### src/rtl/mac_pkg.sv
package mac_pkg;

    typedef enum logic [1:0] {
        OP_LOAD = 2'b00,
        OP_ADD  = 2'b01,
        OP_SUB  = 2'b10,
        OP_HOLD = 2'b11
    } mac_op_e;

endpackage

### src/rtl/mac_mult.sv
module mac_mult #(
    parameter int A_W   = 16,
    parameter int ACC_W = 40
) (
    input  logic [A_W-1:0]   a_in,
    input  logic [A_W-1:0]   b_in,
    input  logic             sgn,
    output logic [ACC_W-1:0] prod_ext
);
    localparam int MUL_W = 2 * A_W + 2;
    localparam int EXT_W = ACC_W - MUL_W;

    logic signed [A_W:0]   a_x;
    logic signed [A_W:0]   b_x;
    logic signed [MUL_W-1:0] prod;

    always_comb begin
        a_x      = $signed({a_in[A_W-1] & sgn, a_in});
        b_x      = $signed({b_in[A_W-1] & sgn, b_in});
        prod     = a_x * b_x;
        prod_ext = {{EXT_W{prod[MUL_W-1]}}, prod};
    end
endmodule

### src/rtl/mac_accum.sv
module mac_accum
    import mac_pkg::*;
#(
    parameter int ACC_W = 40
) (
    input  logic [ACC_W-1:0] acc_cur,
    input  logic [ACC_W-1:0] prod,
    input  mac_op_e          op,
    input  logic             sat,
    output logic [ACC_W-1:0] acc_nx,
    output logic             ovf_evt
);
    localparam logic [ACC_W-1:0] ACC_MAX = {1'b0, {(ACC_W-1){1'b1}}};
    localparam logic [ACC_W-1:0] ACC_MIN = {1'b1, {(ACC_W-1){1'b0}}};

    logic [ACC_W:0] a_w;
    logic [ACC_W:0] p_w;
    logic [ACC_W:0] sum;

    always_comb begin
        a_w = {acc_cur[ACC_W-1], acc_cur};
        p_w = {prod[ACC_W-1], prod};
        unique case (op)
            OP_LOAD: sum = p_w;
            OP_ADD:  sum = a_w + p_w;
            OP_SUB:  sum = a_w - p_w;
            default: sum = a_w;
        endcase
        ovf_evt = sum[ACC_W] ^ sum[ACC_W-1];
        if (ovf_evt && sat)
            acc_nx = sum[ACC_W] ? ACC_MIN : ACC_MAX;
        else
            acc_nx = sum[ACC_W-1:0];
    end
endmodule

### src/rtl/mac_extract.sv
module mac_extract #(
    parameter int ACC_W  = 40,
    parameter int RES_W  = 32,
    parameter int HALF_W = 16
) (
    input  logic [ACC_W-1:0] acc,
    input  logic             rnd,
    input  logic             sat,
    input  logic             half,
    output logic [RES_W-1:0] res
);
    localparam int SH_W = ACC_W + 1 - HALF_W;
    localparam logic [ACC_W:0] RND_K = (ACC_W+1)'(1) << (HALF_W - 1);

    logic [ACC_W:0]      rnd_sum;
    logic [SH_W-1:0]     sh;
    logic [HALF_W-1:0]   r16;
    logic [RES_W-1:0]    r32;
    logic                fit16;
    logic                fit32;

    always_comb begin
        rnd_sum = {acc[ACC_W-1], acc} + (rnd ? RND_K : '0);
        sh      = rnd_sum[ACC_W:HALF_W];
        fit16   = (sh[SH_W-1:HALF_W-1] == '0) || (sh[SH_W-1:HALF_W-1] == '1);
        if (sat && !fit16)
            r16 = sh[SH_W-1] ? {1'b1, {(HALF_W-1){1'b0}}} : {1'b0, {(HALF_W-1){1'b1}}};
        else
            r16 = sh[HALF_W-1:0];

        fit32 = (acc[ACC_W-1:RES_W-1] == '0) || (acc[ACC_W-1:RES_W-1] == '1);
        if (sat && !fit32)
            r32 = acc[ACC_W-1] ? {1'b1, {(RES_W-1){1'b0}}} : {1'b0, {(RES_W-1){1'b1}}};
        else
            r32 = acc[RES_W-1:0];

        res = half ? {{(RES_W-HALF_W){r16[HALF_W-1]}}, r16} : r32;
    end
endmodule

### src/rtl/mac16_unit.sv
module mac16_unit
    import mac_pkg::*;
#(
    parameter int A_W    = 16,
    parameter int ACC_W  = 40,
    parameter int RES_W  = 32,
    parameter int HALF_W = 16
) (
    input  logic             clk,
    input  logic             rst_n,
    input  logic             in_valid,
    input  logic [A_W-1:0]   op_a,
    input  logic [A_W-1:0]   op_b,
    input  logic             is_signed,
    input  logic [1:0]       op_sel,
    input  logic             rnd_en,
    input  logic             sat_en,
    input  logic             half_sel,
    output logic             out_valid,
    output logic [ACC_W-1:0] acc_out,
    output logic [RES_W-1:0] res_out,
    output logic             ovf_sticky
);
    typedef struct packed {
        logic             vld1;
        logic [ACC_W-1:0] prod1;
        mac_op_e          op1;
        logic             sat1;
        logic             rnd1;
        logic             half1;
        logic             vld2;
        logic [ACC_W-1:0] acc;
        logic [RES_W-1:0] res;
        logic             ovf;
    } st_t;

    st_t st_d, st_q;

    logic [ACC_W-1:0] prod_ext;
    logic [ACC_W-1:0] acc_nx;
    logic             ovf_evt;
    logic [RES_W-1:0] res_nx;

    mac_mult #(.A_W(A_W), .ACC_W(ACC_W)) u_mult (
        .a_in     (op_a),
        .b_in     (op_b),
        .sgn      (is_signed),
        .prod_ext (prod_ext)
    );

    mac_accum #(.ACC_W(ACC_W)) u_accum (
        .acc_cur (st_q.acc),
        .prod    (st_q.prod1),
        .op      (st_q.op1),
        .sat     (st_q.sat1),
        .acc_nx  (acc_nx),
        .ovf_evt (ovf_evt)
    );

    mac_extract #(.ACC_W(ACC_W), .RES_W(RES_W), .HALF_W(HALF_W)) u_extract (
        .acc  (acc_nx),
        .rnd  (st_q.rnd1),
        .sat  (st_q.sat1),
        .half (st_q.half1),
        .res  (res_nx)
    );

    always_comb begin
        st_d      = st_q;
        st_d.vld1 = in_valid;
        if (in_valid) begin
            st_d.prod1 = prod_ext;
            st_d.op1   = mac_op_e'(op_sel);
            st_d.sat1  = sat_en;
            st_d.rnd1  = rnd_en;
            st_d.half1 = half_sel;
        end
        st_d.vld2 = st_q.vld1;
        if (st_q.vld1) begin
            st_d.acc = acc_nx;
            st_d.res = res_nx;
            if (st_q.op1 == OP_LOAD)
                st_d.ovf = 1'b0;
            else
                st_d.ovf = st_q.ovf | (ovf_evt & st_q.sat1);
        end
    end

    always_ff @(posedge clk or negedge rst_n) begin
        if (!rst_n)
            st_q <= '0;
        else
            st_q <= st_d;
    end

    assign out_valid  = st_q.vld2;
    assign acc_out    = st_q.acc;
    assign res_out    = st_q.res;
    assign ovf_sticky = st_q.ovf;

    AST_TWO_CYCLE: assert property (@(posedge clk) disable iff (!rst_n)
        $past(in_valid, 2) == out_valid);

    AST_IDLE_HOLD: assert property (@(posedge clk) disable iff (!rst_n)
        !st_q.vld1 |=> ($stable(acc_out) && $stable(res_out) && $stable(ovf_sticky)));

    AST_FLAG_NEEDS_SAT: assert property (@(posedge clk) disable iff (!rst_n)
        $rose(ovf_sticky) |-> $past(st_q.sat1));

    AST_LOAD_CLEARS: assert property (@(posedge clk) disable iff (!rst_n)
        (st_q.vld1 && st_q.op1 == OP_LOAD) |=> !ovf_sticky);

    AST_FLAG_STICKS: assert property (@(posedge clk) disable iff (!rst_n)
        (ovf_sticky && !(st_q.vld1 && st_q.op1 == OP_LOAD)) |=> ovf_sticky);

    AST_HALF_SIGNEXT: assert property (@(posedge clk) disable iff (!rst_n)
        (st_q.vld1 && st_q.half1) |=>
            (res_out[RES_W-1:HALF_W-1] == '0 || res_out[RES_W-1:HALF_W-1] == '1));

    AST_HOLD_KEEPS: assert property (@(posedge clk) disable iff (!rst_n)
        (st_q.vld1 && st_q.op1 == OP_HOLD) |=> $stable(acc_out));
endmodule

### config.mk
export PLATFORM = sky130hd
export DESIGN_NAME = mac16_unit
export DESIGN_NICKNAME = d
export VERILOG_FILES = /design/src/rtl/mac_pkg.sv /design/src/rtl/mac_mult.sv /design/src/rtl/mac_accum.sv /design/src/rtl/mac_extract.sv /design/src/rtl/mac16_unit.sv
export SDC_FILE = /design/constraint.sdc
export NUM_CORES = 1
export LEC_CHECK = 0
export BUFFER_PORTS_ARGS = -buffer_cell sky130_fd_sc_hd__buf_2
export CORE_MARGIN = 8
export CORE_UTILIZATION = 42
export CTS_CLUSTER_SIZE = 28
export DETAILED_ROUTE_END_ITERATION = 10
export GPL_TIMING_DRIVEN = 0
export PLACE_DENSITY = 0.71
export SLEW_MARGIN = 30
export SYNTH_ARGS = -nofsm -noshare
export SYNTH_HDL_FRONTEND = slang
export SYNTH_HIERARCHICAL = 1
export SYNTH_SLANG_ARGS = --single-unit
### constraint.sdc
create_clock -name clk -period 7 [get_ports clk]
set_input_delay 1.05 -clock clk [delete_from_list [all_inputs] [get_ports clk]]
set_output_delay 1.05 -clock clk [all_outputs]
set_load 0.005 [all_outputs]
Word level (Yosys, flattened, before mapping):

Cells that the tools add are included.

* add/subtract/negate cells: 3
* multiply operators: 1
* equal/unequal tests: 4
* multiplexer cells: 10
* bitwise logic cells: 5
* reductions and logical operators: 10

Operators by type and width (number)
* 41-bit one-hot mux with 3 select lines: 1
* 32-bit 2-to-1 mux: 3
* 40-bit 2-to-1 mux: 2
* 16-bit 2-to-1 mux: 3
* 40-bit by 34-bit adder with 41-bit output: 1
* 41-bit adder: 1
* 40-bit by 34-bit subtractor with 41-bit output: 1
* 17-bit by 17-bit multiplier with 34-bit output: 1
* 10-bit equality test, second input constant: 1
* 10-bit zero test: 1
* 9-bit equality test, second input constant: 1
* 9-bit zero test: 1
* 1-bit bitwise AND: 3
* 1-bit logical AND: 3
* 2-bit by 1-bit equality test with 1-bit output, second input constant: 1
* 2-bit equality test, second input constant: 1
* 1-bit zero test: 2
* 2-bit zero test: 1
* 1-bit logical OR: 2
* 1-bit 2-to-1 mux: 1
* 1-bit OR: 1
* 1-bit XOR: 1

* bits in registers: 114
* output and inout bits: 74
* word-level logic and storage cells: 43

Depth between registers and ports, before layout:

Gate-level depths: netlist of run 1.

* depth after elaboration: 12
* gate-level depth with buffers: 34
* gate-level depth less buffers: 28

By module:

Netlist of run 1, hierarchy kept.

Modules (own cells, without submodules)
* mac_mult: times used 1, cells an instance 1222, area an instance 11043.1 µm², sequential area each 0.0 µm²
* mac16_unit: times used 1, cells an instance 325, area an instance 5267.6 µm², sequential area each 3002.9 µm²
* mac_accum: times used 1, cells an instance 697, area an instance 4474.3 µm², sequential area each 0.0 µm²
* mac_extract: times used 1, cells an instance 227, area an instance 1446.4 µm², sequential area each 0.0 µm²

Worst setup path after synthesis of run 1:

Ideal clock, no wire load.

* path kind: register to register
* start: register st_q[99] in the netlist's numbering
* end: register st_q, in the netlist res_out[21]
* setup time: 125 ps
* arrival: 7459 ps
* data required time: 6875 ps
* path slack: -584 ps
* stages on the path, launching flop included: 30
* buffers on the path: 5
* clock period less this slack: 7584 ps
* cells stage by stage: dfrtp_1 > nor4_1 > nand4_1 > or3_1 > nor4_1 > a21oi_1 > xnor2_1 > ha_1 > clkbuf_1 > nand2_1 > or4_1 > a2111oi_2 > o311ai_0 > o211ai_2 > nand3_2 > buf_2 > a21oi_1 > and2_1 > ha_1 > and3_1 > clkbuf_1 > nand3_1 > nor4_4 > xnor2_1 > o41a_1 > buf_2 > o21ai_2 > buf_2 > o211ai_1 > mux2_4

* word-level cells in the longest chain between the ends: 12

RTL lines
* from (decl): line mac16_unit.sv:37 `st_t st_d, st_q;`
* from (signal assigned): line mac16_unit.sv:93 `st_q <= st_d;`
* 40-bit by 34-bit subtractor with 41-bit output / 40-bit by 34-bit adder with 41-bit output (equally long branches): line mac_accum.sv:26, mac_accum.sv:25
* 41-bit one-hot mux with 3 select lines *: line mac_accum.sv:23 `unique case (op)`
* 1-bit XOR: line mac_accum.sv:29 `ovf_evt = sum[ACC_W] ^ sum[ACC_W-1];`
* 1-bit logical AND: line mac_accum.sv:30 `if (ovf_evt && sat)`
* 40-bit 2-to-1 mux *: line mac_accum.sv:30
* net acc_nx[15]: line mac16_unit.sv:40 `logic [ACC_W-1:0] acc_nx;`
* 41-bit adder *: line mac_extract.sv:23 `rnd_sum = {acc[ACC_W-1], acc} + (rnd ? RND_K : '0);`
* 10-bit equality test / 10-bit zero test (equally long branches): line mac_extract.sv:25 `fit16 = (sh[SH_W-1:HALF_W-1] == '0) || (sh[SH_W-1:HALF_W-1] == '1);`
* 1-bit logical OR: line mac_extract.sv:25
* 1-bit zero test: line mac_extract.sv:26 `if (sat && !fit16)`
* 1-bit logical AND: line mac_extract.sv:26
* 16-bit 2-to-1 mux *: line mac_extract.sv:26
* 32-bit 2-to-1 mux *: line mac_extract.sv:37 `res = half ? {{(RES_W-HALF_W){r16[HALF_W-1]}}, r16} : r32;`
* net res_nx[21]: line mac16_unit.sv:42 `logic [RES_W-1:0] res_nx;`

The timed path passes the listed nets; every way through them passes the cells marked *.
A chain may end at the register's enable or synchronous reset.

Final worst setup path of run 1:

* start: register st_q[99] in the netlist's numbering
* end: register st_q, in the netlist res_out[11]

Same word-level chain as after synthesis.

==> results of run 1 <==
[what timing repair did]
item,CTS,global route
pin swaps,60,32
gates resized for setup,249,86
endpoints found under the hold margin,0,0
endpoints found under the setup margin,52,48
setup buffers,79,16
cloned,7,1
[area by class of cell]
class / instances / area, sq um
multi-input combinational: 1803 / 18100
clock inverter: 8 / 121
buffer: 169 / 1300
timing repair buffer: 213 / 1450
inverter: 338 / 1270
sequential: 120 / 3010
tap: 688 / 861
fill: 4772 / 25800
clock buffer: 22 / 474
[worst max-delay path by stage]
stage	end	cells after the start	from
floorplan	res_out[22]	30	st_q[99]
global placement	res_out[9]	29	st_q[77]
detailed placement	res_out[9]	29	st_q[77]
CTS	res_out[2]	31	st_q[79]
global route	res_out[11]	30	st_q[101]
finish	res_out[11]	29	st_q[99]
[worst max-delay path, delay by kind of cell (launching register included)]
| kind | cells | cell delay [ns] |
|---|---|---|
| mux | 1 | 0.27 |
| fa+ha+maj | 1 | 0.33 |
| buf+inv | 6 | 0.92 |
| compound gates | 7 | 1.49 |
| simple gates | 12 | 3.21 |
| flops | 1 | 0.49 |
| xor+xnor | 2 | 0.47 |
[cells by family after synthesis]
group,after synthesis,synth area share (%)
AOI/OAI and AO/OA,429,12.7
and+or+nand+nor,698,16.2
DFF,120,13.5
xor gates and xnor gates,125,4.92
buffers and inverters,550,11.4
muxes,122,7.29
adders and majority gates,427,34.1
[state kept, by name, indices dropped and copies added, names as in the netlist]
register,flops
res_out,32
out_valid,1
ovf_sticky,1
acc_out,40
st_q,45
st_d,1
[per-layer routing]
metal | GRT usage (%) | routed length, um | up-vias
met2 | 40.7 | 34900 | 797
met4 | 9.27 | 3040 | 0
li1 | - | - | 8552
met3 | 3.19 | 4190 | 193
met5 | 0 | 0 | -
met1 | 28.3 | 28300 | 9661
[cells in the final DEF (no fill, tap or decap), drive strengths merged, types with 21 or more instances in the layout]
cell      n
nand3    35
fa      297
xnor2    99
a31oi    21
dfrtp   120
ha      130
o211ai   29
nand2   219
and2    140
nand4    22
a21oi   171
and3     35
nor3     40
nor2     97
o21ai    70
buf     326
mux2    119
inv     338
xor2     26
nor4     55
clkbuf   78
[per-stage QoR]
stage / TNS, ns / hold WS [ns] / cell area, sq um / instances / utilization [%]
2_1_floorplan: 0 / 0.390 / 22400 / 2471 / -
3_3_place_gp: -69.62 / 0.409 / 23800 / 3270 / 45.4
3_5_place_dp: -76.09 / 0.411 / 23800 / 3271 / 45.5
4_1_cts: -3.24 / 0.438 / 26300 / 3355 / 50.1
5_1_grt: -12.94 / 0.445 / 26600 / 3361 / 50.7
6_report: -9.04 / 0.437 / 26600 / 3361 / 50.7
==> results.md, run 1 <==
Run status:
- The run finished, with violations left.
- The checks that failed: negative setup slack.

Global route:
- The total overflow reported by the global router is 0.
- The number of global-route vias before repair was 20300.
- The maximum number of pins on one net before global-route repair is 72.
- The first-pass GRT wire length is 112000 um.
- Global routing consumed, over all layers together, 23.1% of the routing resources.
- The initial antenna violation count is 0.

Die:
- The number of standard-cell rows in the floorplan is 84.
- In this run the count of I/O pins placed on the die edge is 115.
- The width of the die is 246 um.
- The area of the core is 0.0524 sq mm.
- The die covers 0.0606 sq mm.
- In this run the vertical extent of the chip is 246 um.
- The starting density of the core is 42.4%.

STA:
- The max-slew violation count is 0.
- The pin slew with the least headroom to its limit is 0.838 ns.
- Setup slack on the critical path of the routed design comes to -0.354 ns.
- The clock skew is 0.0167 ns.
- Headroom to the max-slew limit came out at 43.7%.
- The smallest clock period supported by the final layout is computed as 7.35 ns.
- The ratio of final minimum period to clock period is 105%.
- Setup violations remaining at the end of the flow were counted as 32.
- Derived from the worst setup path, the maximum achievable clock frequency is 136 MHz.
- The count of endpoints failing hold in the final timing report is 0.
- Setup repair after global routing could not meet its margin everywhere.

Synth:
- The count of warnings emitted by yosys is 6.
- The number of nets in the synthesized netlist is 2939.
- The cell accounting for the most synthesized area is sky130_fd_sc_hd__fa_1.
- The async set or reset register ratio after synthesis is 100%.
- The count of mapped cells out of synthesis is 2471.
- A synthesized cell averages 9.00 sq um.
- Sorting the synthesized cells by area gives the leading types as sky130_fd_sc_hd__fa_1 (27%), sky130_fd_sc_hd__dfrtp_1 (14%), sky130_fd_sc_hd__ha_1 (7.3%), sky130_fd_sc_hd__inv_1 (5.7%), sky130_fd_sc_hd__mux2_4 (4.5%).
- The most instantiated flip-flop cell in the synthesis netlist is sky130_fd_sc_hd__dfrtp_1.
- The synthesized design devotes to its leading area cell type 26.7% of total area.
- After synthesis the netlist holds a flip-flop and latch count of 120.
- For this run, the register share of the synthesized area comes to 13.5%.
- The netlist area before placement is 0.0222 sq mm.
- The number of library cell types mapped by synthesis is 80.
- The number of enable-type register cells in the synthesized netlist is 0.
- Yosys instantiated no cell more often than sky130_fd_sc_hd__inv_1.
- By count the netlist is led by sky130_fd_sc_hd__inv_1 (338), sky130_fd_sc_hd__fa_1 (297), sky130_fd_sc_hd__nand2_1 (219), sky130_fd_sc_hd__a21oi_1 (162), sky130_fd_sc_hd__and2_1 (140).

Setup path:
- For this design, the slowest cell found on the critical path is sky130_fd_sc_hd__dfrtp_2.
- In this run the worst path has a maximum fanout of 8.
- The count of cells along the worst register-to-register path is 29.
- The destination of the worst register-to-register timing path is res_out[11].
- STA classifies the critical path startpoint as a register.
- The critical path required time is 7.30 ns.
- STA classifies the critical path endpoint as a register.
- The critical path arrival is 7.66 ns.
- The cell with the most instances on the worst path is sky130_fd_sc_hd__nor4_4.
- The reg-to-reg startpoint is st_q[99].
- The worst setup path is of the register to register kind.
- The maximum cell stage delay along the critical path is 0.49 ns.
- For flop-to-flop paths, the worst setup slack is -0.35 ns.

Final layout:
- Of the cells placed in the final design, the portion with a size suffix greater than 1 is 25.6%.
- Compared with the post-synthesis result, the final layout area differs by 19.6%.
- The total inserted antenna cells is 0.
- In the final design database the tool counted 3130 nets.

Clock network:
- TritonCTS built the clock tree.
- After clock tree synthesis, the clock-pin slew on the worst setup and hold paths is 0.06 ns.
- The master cell of the clock root buffer is sky130_fd_sc_hd__clkbuf_16.
- For the worst-skew pair, the clock arrives at the later sink with an insertion delay of 0.43 ns.
- CTS saw 120 sinks.
- TritonCTS created 17 clock buffers.
- CTS built an H-tree with a depth of 4.
- Counting along the longest clock path gives a buffer depth of 2.
- Buffers inserted to repair hold after CTS numbered 0.

Drt:
- The total DRC errors in the routed layout is 0.
- The routed layout has 19200 vias.
- The detailed-route wire length per cell is 20.9 um.
- In this run the remaining antenna-violating nets after routing total 0.
- The first-pass iteration count of the detailed router is 6.
- After detailed routing, the number of vias per cell comes to 5.71.
- The post-detailed-routing wire length is 70400 um.
- In this run, the number of DRC markers left after iteration 0 of detailed routing was 1568.

Hold path:
- The path class of the tightest hold or removal check is register to register.
- For hold timing, the worst endpoint is out_valid.
- Counting instances, the worst hold path has a depth of 0.
- The start point of the worst hold path is st_d[73].

Place:
- Prior to clock tree synthesis, the placed netlist has a worst setup slack of -2.06 ns.
- Buffers placed on the I/O ports in this run total 111.
- The estimated wirelength of the detail-placed design is 55800 um.
- The congestion estimate from routability-driven global placement came to 0.962.

Job:
- The max-capacitance violation count is 0.
Power of run 1 is not shown: default switching activity piles up to over one toggle a cycle in this logic, so the estimate is an artifact.
==> inputs of run 2 (changes only) <==
--- a/config.mk
+++ b/config.mk
@@ -17,3 +17,4 @@
 export SYNTH_HDL_FRONTEND = slang
 export SYNTH_HIERARCHICAL = 1
 export SYNTH_SLANG_ARGS = --single-unit
+export TNS_END_PERCENT = 30
==> results.md, run 2 (synthesis results as in run 1) <==
Run status:
- The flow ran to the end, but the final reports show violations.
- The final reports fail on negative setup slack.

Global route:
- The total overflow reported by the global router is 0 (unchanged).
- The maximum number of pins on one net before global-route repair was 72 (unchanged).
- The total routing usage reported by global routing is 23.3% (+0.16 points).
- The first-pass GRT wire length is 112000 um (+0.49%).
- The initial antenna violation count is 0 (unchanged).
- The number of global-route vias before repair is 20400 (+0.50%).

Clock network:
- The deepest clock path buffer count is 2 (unchanged).
- The clock-pin slew of the registers on the worst-case setup and hold paths is 0.06 ns (about the same).
- The total CTS buffers is 17 (unchanged).
- The number of H-tree levels is 4 (unchanged).
- The CTS tree is built.
- The master cell of the clock root buffer is sky130_fd_sc_hd__clkbuf_16.
- The count of clock tree sinks came to 120 (unchanged).
- The hold buffer count at cts is 0 (unchanged).
- The clock latency on the worst-skew pair was 0.43 ns (about the same).

Setup path:
- The count of cells along the worst register-to-register path is 31 (+6.9%).
- STA classifies the critical path endpoint as a register.
- The worst setup path is launched from a register.
- The critical path arrival is 7.63 ns (-0.03 ns).
- The setup path with the least slack is of type register to register.
- The endpoint identified for the worst register-to-register timing path is res_out[2].
- The peak fanout along the critical path is 8 (unchanged).
- The maximum cell stage delay along the critical path is 0.52 ns (+0.03 ns).
- Among all stages on the critical path, the largest delay is contributed by sky130_fd_sc_hd__or4b_4.
- The cell family contributing the most delay on the critical path is simple AND/OR/NAND/NOR gates.
- The register-to-register setup slack is -0.33 ns (+0.03 ns).
- The critical path required time is 7.30 ns (about the same).
- The count of buffer and inverter cells on the critical path is 7 (+1).
- The reg-to-reg startpoint is st_q[80].

STA:
- Setup repair after global routing could not meet its margin everywhere.
- The final-report setup violation count is 38 (+19%).
- The max-slew violation count came to 0 (unchanged).
- The final setup TNS is -8.38 ns (+0.659 ns).
- The pin slew with the least headroom to its limit is 0.766 ns (-0.0724 ns).
- The maximum operating frequency was 136 MHz (+0.34%).
- The clock skew is 0.0162 ns (-0.000468 ns).
- The count of endpoints failing hold in the final timing report is 0 (unchanged).
- The final worst-path setup slack came to -0.328 ns (+0.0252 ns).
- The worst hold slack across all endpoints is 0.431 ns (-0.00593 ns).
- The ratio of final minimum period to clock period is 105% (-0.36 points).
- The shortest period the worst path allows came to 7.33 ns (-0.0252 ns).
- The worst max-slew margin expressed relative to the limit is 48.9% (+5.2 points).

Die:
- The area of the core was 0.0524 sq mm (unchanged).
- The total die area is 0.0606 sq mm (unchanged).
- The width of the die came to 246 um (unchanged).
- The die outline height was 246 um (unchanged).
- The I/O pin total is 115 (unchanged).
- The number of standard-cell rows in the floorplan is 84 (unchanged).
- The starting density of the core was 42.4% (unchanged).

Drt:
- The number of design-rule violations left by the first detailed-router iteration is 1552 (-1.0%).
- The post-detailed-routing wire length is 70800 um (+0.64%).
- The total via count in the routed design came to 19300 (+0.53%).
- The number of routed nets with antenna violations is 0 (unchanged).
- The post-detailed-route via-to-cell ratio was 5.71 (-0.12%).
- The top routing layer in use is met4.
- The total DRC errors in the routed layout is 0 (unchanged).
- The wire length the detailed router placed on met1 is 28400 um (+0.59%).
- The first-pass iteration count of the detailed router came to 5 (-1).
- The detailed route wirelength on metal3 is 4520 um (+7.9%).
- The amount of wire on met2 after detailed routing is 34500 um (-0.93%).
- The detailed-route wire length per cell is 20.9 um (about the same).

Hold path:
- The worst hold path terminates at out_valid.
- The path class of the tightest hold or removal check is register to register.
- In this run the most critical hold path is launched from st_d[73].
- The worst hold path cell count is 0 (unchanged).

Final layout:
- The area of all placed cells without fillers is 0.0265 sq mm (-0.19%).
- Leaving out fill and tap cells, the most frequent cells in the layout are sky130_fd_sc_hd__inv_1 (336), sky130_fd_sc_hd__fa_1 (294), sky130_fd_sc_hd__nand2_1 (213).
- The total inserted antenna cells is 0 (unchanged).
- The number of nets at the end of the flow is 3152 (+0.70%).
- The library cell used most frequently in the layout, excluding fill and tap cells, is sky130_fd_sc_hd__inv_1.
- The area overhead of the layout relative to synthesis is 19.4%.
- The fraction of layout instances using a drive strength above 1 is 25.4% (-0.17 points).
- st_q holds more flip-flops than any other register.
- The flip-flop count of the largest register, all copies and words added was 45 (unchanged).

Place:
- The number of buffers added on ports is 111 (unchanged).
- The estimated wirelength of the detail-placed design is 55800 um (unchanged).
- The placer's final routability congestion estimate is 0.962 (unchanged).
- The worst-case setup slack after placement is -2.06 ns (unchanged).
- The post-placement cell area is 0.0238 sq mm (unchanged).

Job:
- The max-capacitance violation count is 0 (unchanged).
-- run 2: cell type report --
cell class,count,area [sq um]
inverters,338,1270
fillers,4785,25900
multi-input cells,1803,18000
clock inverters,8,121
clock buffers,22,474
repair buffers,214,1440
well taps,688,861
flip-flops and latches,120,3010
plain buffers,190,1370
-- run 2: timing repair --
item,CTS,global route
cloned,7,1
resized for setup,247,51
setup endpoints to repair,52,48
buffers inserted,76,20
pin swaps,57,24
-- run 2: worst max path at each step --
stage	start	to	slack [ns]	depth (start not counted)
after floorplan	st_q[99]	res_out[22]	0.03	30
after global placement	st_q[77]	res_out[9]	-1.83	29
after detailed placement	st_q[77]	res_out[9]	-2.06	29
after CTS	st_q[79]	res_out[2]	-0.18	31
after global routing	st_q[80]	res_out[1]	-0.52	31
final	st_q[80]	res_out[2]	-0.33	31
-- run 2: metal layers --
metal | vias up | track usage, %
met4 | 0 | 10.4
li1 | 8609 | -
met5 | - | 0
met1 | 9675 | 28.6
met3 | 190 | 3.35
met2 | 831 | 40.2
-- run 2: per-stage QoR --
step / utilization (%) / instances
floorplan: - / 2471
global placement: 45.4 / 3270
detailed placement: 45.5 / 3271
CTS: 50.0 / 3367
global route: 50.6 / 3383
finish: 50.6 / 3383
Power of run 2 is left out for the same reason.
==> inputs of run 3 (changes only) <==
--- a/config.mk
+++ b/config.mk
@@ -12,6 +12,7 @@
 export DETAILED_ROUTE_END_ITERATION = 10
 export GPL_TIMING_DRIVEN = 0
 export PLACE_DENSITY = 0.71
+export SKIP_LAST_GASP = 1
 export SLEW_MARGIN = 30
 export SYNTH_ARGS = -nofsm -noshare
 export SYNTH_HDL_FRONTEND = slang
==> results.md, run 3 (synthesis results as in run 1) <==
STA:
- The final-report setup violation count is 32 (-16%).
- The worst max-slew margin expressed relative to the limit is 44.0% (-5.0 points).
- Setup repair after global routing could not meet its margin everywhere.
- The clock skew is 0.0152 ns (-0.00104 ns).
- The count of endpoints failing hold in the final timing report is 0 (unchanged).
- The shortest period the worst path allows is 7.49 ns (+0.162 ns).
- The pin slew with the least headroom to its limit is 0.835 ns (+0.0686 ns).
- The maximum operating frequency came to 134 MHz (-2.2%).
- The worst hold slack across all endpoints is 0.428 ns (-0.00312 ns).
- The final worst-path setup slack is -0.490 ns (-0.162 ns).
- The max-slew violation count was 0 (unchanged).
- The ratio of final minimum period to clock period is 107% (+2.3 points).

Drt:
- The number of routed nets with antenna violations is 0 (unchanged).
- The total DRC errors in the routed layout is 0 (unchanged).
- The total via count in the routed design came to 19400 (+0.40%).
- The number of design-rule violations left by the first detailed-router iteration is 1531 (-1.4%).
- The post-detailed-route via-to-cell ratio was 5.73 (+0.37%).
- The detailed-route wire length per cell is 21.1 um (+0.90%).
- The post-detailed-routing wire length came to 71500 um (+0.93%).
- The first-pass iteration count of the detailed router came to 5 (unchanged).

Clock network:
- The tree is rooted in a sky130_fd_sc_hd__clkbuf_16.
- The count of clock tree sinks was 120 (unchanged).
- The deepest clock path buffer count is 2 (unchanged).
- TritonCTS built the clock tree.
- The clock latency on the worst-skew pair was 0.43 ns (about the same).
- The clock-pin slew of the registers on the worst-case setup and hold paths is 0.06 ns (about the same).
- The number of H-tree levels is 4 (unchanged).
- The total CTS buffers is 17 (unchanged).

Setup path:
- The peak fanout along the critical path was 9 (+1).
- The maximum cell stage delay along the critical path is 0.58 ns (+0.06 ns).
- By instance count, the cell type seen most on the critical path is sky130_fd_sc_hd__buf_6.
- By startpoint and endpoint, the worst setup path is classified as register to register.
- The critical path required time is 7.36 ns (+0.06 ns).
- The register-to-register setup slack came to -0.49 ns (-0.16 ns).
- The count of buffer and inverter cells on the critical path was 8 (+1).
- The critical path startpoint category is a register.
- The endpoint kind of the worst setup timing path is a register.
- The critical path arrival is 7.85 ns (+0.22 ns).
- The slowest library cell on the worst path is sky130_fd_sc_hd__or4_4.
- The kind of cell with the highest combined delay along the critical path is simple AND/OR/NAND/NOR gates.

Global route:
- The number of global-route vias before repair is 20500 (+0.25%).
- The initial antenna violation count was 0 (unchanged).
- The total overflow reported by the global router is 0 (unchanged).
- The first-pass GRT wire length is 113000 um (+0.54%).
- The total routing usage reported by global routing is 23.4% (+0.11 points).
- The maximum number of pins on one net before global-route repair was 72 (unchanged).

Final layout:
- The number of nets at the end of the flow is 3153 (+0.032%).
- The total inserted antenna cells is 0 (unchanged).
- The fraction of layout instances using a drive strength above 1 is 26.0% (+0.66 points).
- The most flop-heavy register is st_q.
- In the layout the commonest cells are sky130_fd_sc_hd__inv_1 (336), sky130_fd_sc_hd__fa_1 (294), sky130_fd_sc_hd__nand2_1 (212).
- The flip-flop count of the largest register, all copies and words added is 45 (unchanged).
- The total of fill cells in the finished design is 4762 (-0.48%).
- The most common library cell in the layout ignoring fill and taps is sky130_fd_sc_hd__inv_1.
- The area overhead of the layout relative to synthesis is 20.3%.
- The final core utilization was 51.0% (+0.37 points).

Die:
- The die outline height came to 246 um (unchanged).
- The width of the die was 246 um (unchanged).
- The total die area is 0.0606 sq mm (unchanged).
- The area of the core was 0.0524 sq mm (unchanged).
- The number of standard-cell rows in the floorplan is 84 (unchanged).
- The starting density of the core came to 42.4% (unchanged).
- The I/O pin total is 115 (unchanged).

Run status:
- The final reports fail on negative setup slack.
- The run finished, with violations left.

Place:
- The estimated wirelength of the detail-placed design came to 55800 um (unchanged).
- The worst-case setup slack after placement is -2.06 ns (unchanged).
- The number of buffers added on ports is 111 (unchanged).
- The placer's final routability congestion estimate is 0.962 (unchanged).

Job:
- The max-capacitance violation count came to 0 (unchanged).

Hold path:
- In this run the worst hold path is classified as register to register.
run 3: changes by cell type in the layout (fill, tap and decap cells not counted), sizes merged:
cell,previous run,this run
buf,322,338
clkbuf,104,89
run 3: what timing repair did:
action                                  CTS  global route
buffers inserted                         76            28
gates cloned                              7             2
pin swaps                                49            44
gates resized for setup                 220           148
endpoints found under the setup margin   52            52
hold buffers                              0             0
run 3: path summary, 6_finish.rpt:
kind                       cells past startpoint     start           to
max                                           32  st_q[79]  res_out[21]
min                                            0  st_d[73]    out_valid
max reg2reg                                   32  st_q[79]  res_out[21]
min reg2reg                                    0  st_d[73]    out_valid
max in group asynchronous                      2     rst_n     st_q[74]
min in group asynchronous                      1     rst_n   acc_out[7]
run 3: area by class of cell:
type / instances / area [sq um] / area share, %
Timing Repair Buffer: 223 / 1500 / 5.60
Tap cell: 688 / 861 / 3.22
Multi-Input combinational cell: 1803 / 18100 / 67.8
Sequential cell: 120 / 3010 / 11.3
Clock buffer: 22 / 474 / 1.77
Inverter: 338 / 1270 / 4.74
Clock inverter: 8 / 121 / 0.454
Buffer: 182 / 1370 / 5.13
run 3: metal layers:
layer	GRT usage [%]	part of all wire [%]	wire (um)
met5	0	0	0
met4	10.3	4.5	3250
met3	3.36	6.4	4590
met2	40.4	49	35000
met1	28.8	40	28600
run 3: through the flow:
step / instances / setup TNS, ns / cell area (sq um)
after floorplan: 2471 / 0 / 22400
after global placement: 3270 / -69.62 / 23800
after detailed placement: 3271 / -76.09 / 23800
after CTS: 3367 / -5.72 / 26200
after global routing: 3384 / -21.21 / 26700
final: 3384 / -13.45 / 26700
run 3: worst register-to-register path, delay by kind of cell, from the launching register on:
kind	cells	cell delay, ns
xor+xnor	2	0.24
buf+inv	8	1.23
mux	1	0.17
flops	1	0.42
simple gates	10	2.84
compound gates	9	2.02
fa+ha+maj	2	0.48
Power of run 3 is left out for the same reason.
